`src/rtl/busc_pkg.sv`:
```
package busc_pkg;
  typedef enum logic [2:0] {
    K_FETCH = 3'd0,
    K_MRD   = 3'd1,
    K_MWR   = 3'd2,
    K_IORD  = 3'd3,
    K_IOWR  = 3'd4,
    K_HALT  = 3'd5
  } cycKind_e;

  typedef enum logic [2:0] {
    ST_IDLE, ST_T1, ST_T2, ST_TW, ST_T3, ST_T4, ST_HALT, ST_HOLD
  } tState_e;

  typedef struct packed {
    logic load;
    logic aleOn;
    logic rdOn;
    logic wrOn;
    logic loOe;
    logic hiOe;
    logic capture;
  } strb_t;

  function automatic logic isReadKind(input logic [2:0] k);
    return (k == K_FETCH) || (k == K_MRD) || (k == K_IORD);
  endfunction

  function automatic logic isWriteKind(input logic [2:0] k);
    return (k == K_MWR) || (k == K_IOWR);
  endfunction
endpackage

```
`src/rtl/busc_ctrl.sv`:
```
module busc_ctrl
  import busc_pkg::*;
(
  input  logic       clk,
  input  logic       rstN,
  input  logic       reqValid,
  input  logic [2:0] reqKind,
  input  logic       ready,
  input  logic       hold,
  output logic       reqReady,
  output logic       hlda,
  output logic       done,
  output strb_t      strb
);
  tState_e state, stateNx;
  logic [2:0] kindQ;
  logic haltQ;
  logic parked, accept, readCyc, writeCyc, fetchCyc, strobeWin;

  assign parked   = (state == ST_IDLE) || (state == ST_HALT);
  assign reqReady = parked && !hold;
  assign accept   = reqReady && reqValid;
  assign readCyc  = isReadKind(kindQ);
  assign writeCyc = isWriteKind(kindQ);
  assign fetchCyc = (kindQ == K_FETCH);

  always_comb begin
    stateNx = state;
    unique case (state)
      ST_IDLE, ST_HALT: begin
        if (hold) stateNx = ST_HOLD;
        else if (reqValid) begin
          if (isReadKind(reqKind) || isWriteKind(reqKind)) stateNx = ST_T1;
          else stateNx = ST_HALT;
        end
      end
      ST_HOLD: if (!hold) stateNx = haltQ ? ST_HALT : ST_IDLE;
      ST_T1:   stateNx = ST_T2;
      ST_T2, ST_TW: stateNx = ready ? ST_T3 : ST_TW;
      ST_T3:   stateNx = fetchCyc ? ST_T4 : ST_IDLE;
      ST_T4:   stateNx = ST_IDLE;
      default: stateNx = ST_IDLE;
    endcase
  end

  always_ff @(posedge clk or negedge rstN) begin
    if (!rstN) begin
      state <= ST_IDLE;
      kindQ <= K_HALT;
      haltQ <= 1'b0;
    end else begin
      state <= stateNx;
      if (accept) kindQ <= reqKind;
      if (stateNx == ST_HALT) haltQ <= 1'b1;
      else if (stateNx == ST_T1) haltQ <= 1'b0;
    end
  end

  assign strobeWin    = (state == ST_T2) || (state == ST_TW) || (state == ST_T3);
  assign strb.load    = accept;
  assign strb.aleOn   = (state == ST_T1);
  assign strb.rdOn    = strobeWin && readCyc;
  assign strb.wrOn    = strobeWin && writeCyc;
  assign strb.loOe    = (state == ST_T1) || (strobeWin && writeCyc);
  assign strb.hiOe    = (state == ST_T1) || strobeWin || (state == ST_T4);
  assign strb.capture = (state == ST_T3) && readCyc;
  assign hlda         = (state == ST_HOLD);
  assign done         = ((state == ST_T3) && !fetchCyc) || (state == ST_T4);
endmodule

```
`src/rtl/busc_dpath.sv`:
```
module busc_dpath
  import busc_pkg::*;
#(
  parameter int ADDR_W = 16,
  parameter int DATA_W = 8
) (
  input  logic                 clk,
  input  logic                 rstN,
  input  strb_t                strb,
  input  logic [2:0]           reqKind,
  input  logic [ADDR_W-1:0]    reqAddr,
  input  logic [DATA_W-1:0]    reqWdata,
  input  logic [DATA_W-1:0]    adIn,
  output logic [ADDR_W-DATA_W-1:0] addrHi,
  output logic                 addrHiOe,
  output logic [DATA_W-1:0]    adOut,
  output logic                 adOe,
  output logic                 ale,
  output logic                 rdN,
  output logic                 wrN,
  output logic                 ioM,
  output logic                 s1,
  output logic                 s0,
  output logic [DATA_W-1:0]    rdData
);
  logic [ADDR_W-1:0] addrQ;
  logic [DATA_W-1:0] wdQ, capQ;
  logic [1:0] statQ;
  logic ioQ;
  logic [1:0] statNx;

  always_comb begin
    unique case (reqKind)
      K_FETCH:         statNx = 2'b11;
      K_MRD, K_IORD:   statNx = 2'b10;
      K_MWR, K_IOWR:   statNx = 2'b01;
      default:         statNx = 2'b00;
    endcase
  end

  always_ff @(posedge clk or negedge rstN) begin
    if (!rstN) begin
      addrQ <= '0;
      wdQ   <= '0;
      capQ  <= '0;
      statQ <= 2'b00;
      ioQ   <= 1'b0;
    end else begin
      if (strb.load) begin
        addrQ <= reqAddr;
        wdQ   <= reqWdata;
        statQ <= statNx;
        ioQ   <= (reqKind == K_IORD) || (reqKind == K_IOWR);
      end
      if (strb.capture) capQ <= adIn;
    end
  end

  assign addrHi   = addrQ[ADDR_W-1:DATA_W];
  assign addrHiOe = strb.hiOe;
  assign adOut    = strb.aleOn ? addrQ[DATA_W-1:0] : wdQ;
  assign adOe     = strb.loOe;
  assign ale      = strb.aleOn;
  assign rdN      = !strb.rdOn;
  assign wrN      = !strb.wrOn;
  assign {s1, s0} = statQ;
  assign ioM      = ioQ;
  assign rdData   = strb.capture ? adIn : capQ;
endmodule

```
`src/rtl/mux_bus_cycler.sv`:
```
module mux_bus_cycler
  import busc_pkg::*;
#(
  parameter int ADDR_W = 16,
  parameter int DATA_W = 8
) (
  input  logic                     clk,
  input  logic                     rstN,
  input  logic                     reqValid,
  input  logic [2:0]               reqKind,
  input  logic [ADDR_W-1:0]        reqAddr,
  input  logic [DATA_W-1:0]        reqWdata,
  output logic                     reqReady,
  input  logic                     ready,
  input  logic                     hold,
  output logic                     hlda,
  output logic [ADDR_W-DATA_W-1:0] addrHi,
  output logic                     addrHiOe,
  output logic [DATA_W-1:0]        adOut,
  output logic                     adOe,
  input  logic [DATA_W-1:0]        adIn,
  output logic                     ale,
  output logic                     rdN,
  output logic                     wrN,
  output logic                     ioM,
  output logic                     s1,
  output logic                     s0,
  output logic                     done,
  output logic [DATA_W-1:0]        rdData
);
  strb_t strb;

  busc_ctrl u_ctrl (
    .clk(clk), .rstN(rstN), .reqValid(reqValid), .reqKind(reqKind),
    .ready(ready), .hold(hold), .reqReady(reqReady), .hlda(hlda),
    .done(done), .strb(strb)
  );

  busc_dpath #(.ADDR_W(ADDR_W), .DATA_W(DATA_W)) u_dpath (
    .clk(clk), .rstN(rstN), .strb(strb), .reqKind(reqKind),
    .reqAddr(reqAddr), .reqWdata(reqWdata), .adIn(adIn),
    .addrHi(addrHi), .addrHiOe(addrHiOe), .adOut(adOut), .adOe(adOe),
    .ale(ale), .rdN(rdN), .wrN(wrN), .ioM(ioM), .s1(s1), .s0(s0),
    .rdData(rdData)
  );
endmodule

```
`config.mk`:
```
export PLATFORM = sky130hd
export DESIGN_NAME = mux_bus_cycler
export DESIGN_NICKNAME = d
export VERILOG_FILES = /design/src/rtl/busc_pkg.sv /design/src/rtl/busc_ctrl.sv /design/src/rtl/busc_dpath.sv /design/src/rtl/mux_bus_cycler.sv
export SDC_FILE = /design/constraint.sdc
export NUM_CORES = 1
export LEC_CHECK = 0
export ABC_AREA = 1
export BUFFER_PORTS_ARGS = -buffer_cell sky130_fd_sc_hd__buf_2
export CORE_UTILIZATION = 46
export CTS_BUF_LIST = sky130_fd_sc_hd__clkbuf_2
export DETAILED_ROUTE_END_ITERATION = 12
export GPL_ROUTABILITY_DRIVEN = 0
export PLACE_DENSITY = 0.78
export SYNTH_ARGS = -nofsm -noshare
export SYNTH_HDL_FRONTEND = slang
export SYNTH_SLANG_ARGS = --single-unit
```
`constraint.sdc`:
```
create_clock -name clk -period 1.41 [get_ports clk]
set_input_delay 0.0705 -clock clk [delete_from_list [all_inputs] [get_ports clk]]
set_output_delay 0.0705 -clock clk [all_outputs]
set_load 0.02 [all_outputs]
```
==> run metrics <==
syn avg cell area 8.12 um^2; post-synth top area share 0.478; Inserted Diodes 0; syn_nets 298; htree depth 2; CP max-delay cell dfrtp_2; status complete, but fails checks; Fmax 527 MHz; Tcrit/Tclk final 1.35; sequential cell area 1060 um^2; Yosys reg bits 42; synth warn 0; placed cell count 385; num rows 24; area grow syn2layout 65.4%; top_reg_cell synth dfrtp_1; filler cell count 272; R2R Path End u_dpath.ioM; WL per Instance 14.2 um; CTS tree yes; Post-Route WL 6.30 mm; TritonCTS Buffers 5; average vias per placed instance 4.92; Reg clk slew, reported paths 200 ps; Hold Crit Class in2reg; failing checks setup timing; setup TNS -12620 ps; top cells by area, synth dfrtp_1, nand2_1, mux2_2; Die Wd 69.5 um; critical path startpoint u_ctrl.state[1]; Hold Vio Cnt, Final 0; Final Instance Count excl. Fillers 444; R2R depth 10; sequential share of the synthesized area 0.503; vias in the first global route 2129; overall routing resource usage 0.239; crit path capture rdData[3]; Congestion Overflow GR 0; CP max stage delay 520 ps; clock latency on the worst-skew pair 390 ps; PnR worst setup slack -487 ps; CTS Root Cell clkbuf_2; Port Buffer Count 74; Crit. End Element primary output; Tot Pwr 7.72 mW; RSZ-0062 raised after global routing true; Worst-Margin Slew 451 ps; crit path cell chain nor3_4, nand2_4, mux2_4, buf_6; CP max FO 8; die area 4830 um^2; largest net degree at the start of global routing 26; CP required 1340 ps; power density over the cells 2230 nW/um^2; routed via count 2183; leading cell type by number of instances after synthesis nand2_1; Post-Syn Area 2100 um^2; DRT Pass-1 Iters 4; Core ar. 4350 um^2; Finished Core Util 0.796; Worst EP arrival 1830 ps; Stages on worst setup path 4; layout cells sized above 1 0.449; # DRC 0; Worst Setup Start Kind register; RR Startpoint u_ctrl.state[1]; Slew HR 0.699; Clock Skew 18.8 ps; Final Slew Violations 0; LEAKAGE 1.90 nW; CTS sink cnt 42; synth unique cells 26; dpl hpwl 3.49 mm; min cycle time layout 1900 ps; commonest cells in the netlist nand2_1, dfrtp_1, nor2_1, inv_1, nand3_1; Max Cap Viol 0; Detail Route Antenna Nets 0; Final Net Count 432; endpoints failing setup 57; maximum vdd drop 1.49 mV; Post-synth EDFFs 0; area occupied by multi-input gates 1020 um^2; Synth Instances 258; delay-heaviest family, CP flip-flops; CP bufs+invs 1; Synth async-reset ratio 1.00; first-pass GRT wire length 9.18 mm; r2r setup slk -210 ps; largest area contributor in the synthesized netlist dfrtp_1; DRT iter0 DRCs 117; initial antenna violation count 0; clk buf depth 2; DIE HEIGHT 69.5 um; initial core utilization 0.481; boundary pin count 75; kind of critical path reg2out
-- sequential cells by signal (all words and copies together) (netlist names) --
register and count:
u_dpath.statQ 2, u_ctrl.state 3, u_dpath.ioM 1, u_ctrl.kindQ 3
u_dpath.capQ 8, u_dpath.addrQ 16, u_dpath.wdQ 8, u_ctrl.haltQ 1
-- worst register-to-register path: stages, from the launching register on --
cell and delay [ps]:
dfrtp_2 520, buf_4 170, nor2_4 100, nand2_1 60
nand2_2 90, nand2_4 70, nor2_8 150, buf_12 140
nand2_4 60, a21oi_2 120, nor2_1 60
-- metal layers --
metal | GRT usage | vias to the layer above | routed length (um)
met4 | 0.104 | 0 | 206
met2 | 0.440 | 77 | 3380
met1 | 0.265 | 1036 | 2450
met5 | 0 | - | 0
li1 | - | 1048 | -
met3 | 0.0465 | 22 | 263
-- report_power, final --
part	switching [mW]	leakage [nW]	internal [mW]
Combinational	2.69	1.36	2.36
Sequential	0.373	0.514	1.79
Clock	0.387	0.0251	0.120
Total	3.45	1.90	4.27
-- stage by stage --
step / setup slack [ps] / area, um^2 / hold WS, ps
final: -487 / 3470 / 78.3
after global routing: -568 / 3470 / 98.4
after CTS: -453 / 3140 / 62.6
after detailed placement: -89.0 / 2580 / 40.3
after global placement: -16.4 / 2580 / 34.2
after floorplan: 35.1 / 2100 / -225
-- area by class of cell --
type,count,area share
well taps,52,0.0188
inverters,19,0.0249
clock buffers,6,0.00866
multi-input cells,182,0.295
repair inverters,1,0.00181
repair buffers,141,0.344
flip-flops and latches,42,0.305
clock inverters,1,0.00217
-- cell families (layout without fill, tap and decap cells) --
family	after synthesis	in the layout	synth area share
AO/OA/AOI/OAI	14	14	0.0364
flip-flops	42	42	0.503
multiplexers	8	8	0.0430
buffers and inverters	34	168	0.0925
AND/OR/NAND/NOR	160	160	0.325
-- timing repair --
| item | CTS | global route |
|---|---|---|
| hold buffers | 36 | 0 |
| gates resized for setup | 35 | 75 |
| cloned | 0 | 2 |
| hold endpoints to repair | 79 | 0 |
| pin swaps | 6 | 6 |
| setup buffers | 5 | 13 |
| setup endpoints to repair | 52 | 58 |
-- how the worst min path moves through the flow --
stage               startpoint           endpoint  slack, ps  cells after the start
floorplan                 rstN       u_ctrl.haltQ       -230                      0
global placement          rstN  u_dpath.addrQ[12]         30                      1
detailed placement        rstN  u_dpath.addrQ[14]         40                      1
CTS                       hold    u_ctrl.state[0]         60                      5
global route              hold    u_ctrl.state[0]        100                      5
finish                    hold    u_ctrl.state[0]         80                      5
-- cell usage in the layout (no fill, tap or decap), types with 2 or more instances in the layout --
cell and count:
nand3_4 2, buf_2 53, nand2_1 104, buf_6 27, dfrtp_1 38, nand3_1 6
buf_12 4, clkbuf_2 6, buf_4 19, mux2_2 2, nor2_4 4, nor2_1 13
inv_1 12, dfstp_2 2, dlygate4sd3_1 36, nor2_2 3, a21oi_2 5, o21ai_1 5
inv_4 3, inv_2 3, mux2_4 6, nand2_2 18, nand2_4 5, dfrtp_2 2
nand3_2 3
Power figures use the tool's default switching activity.
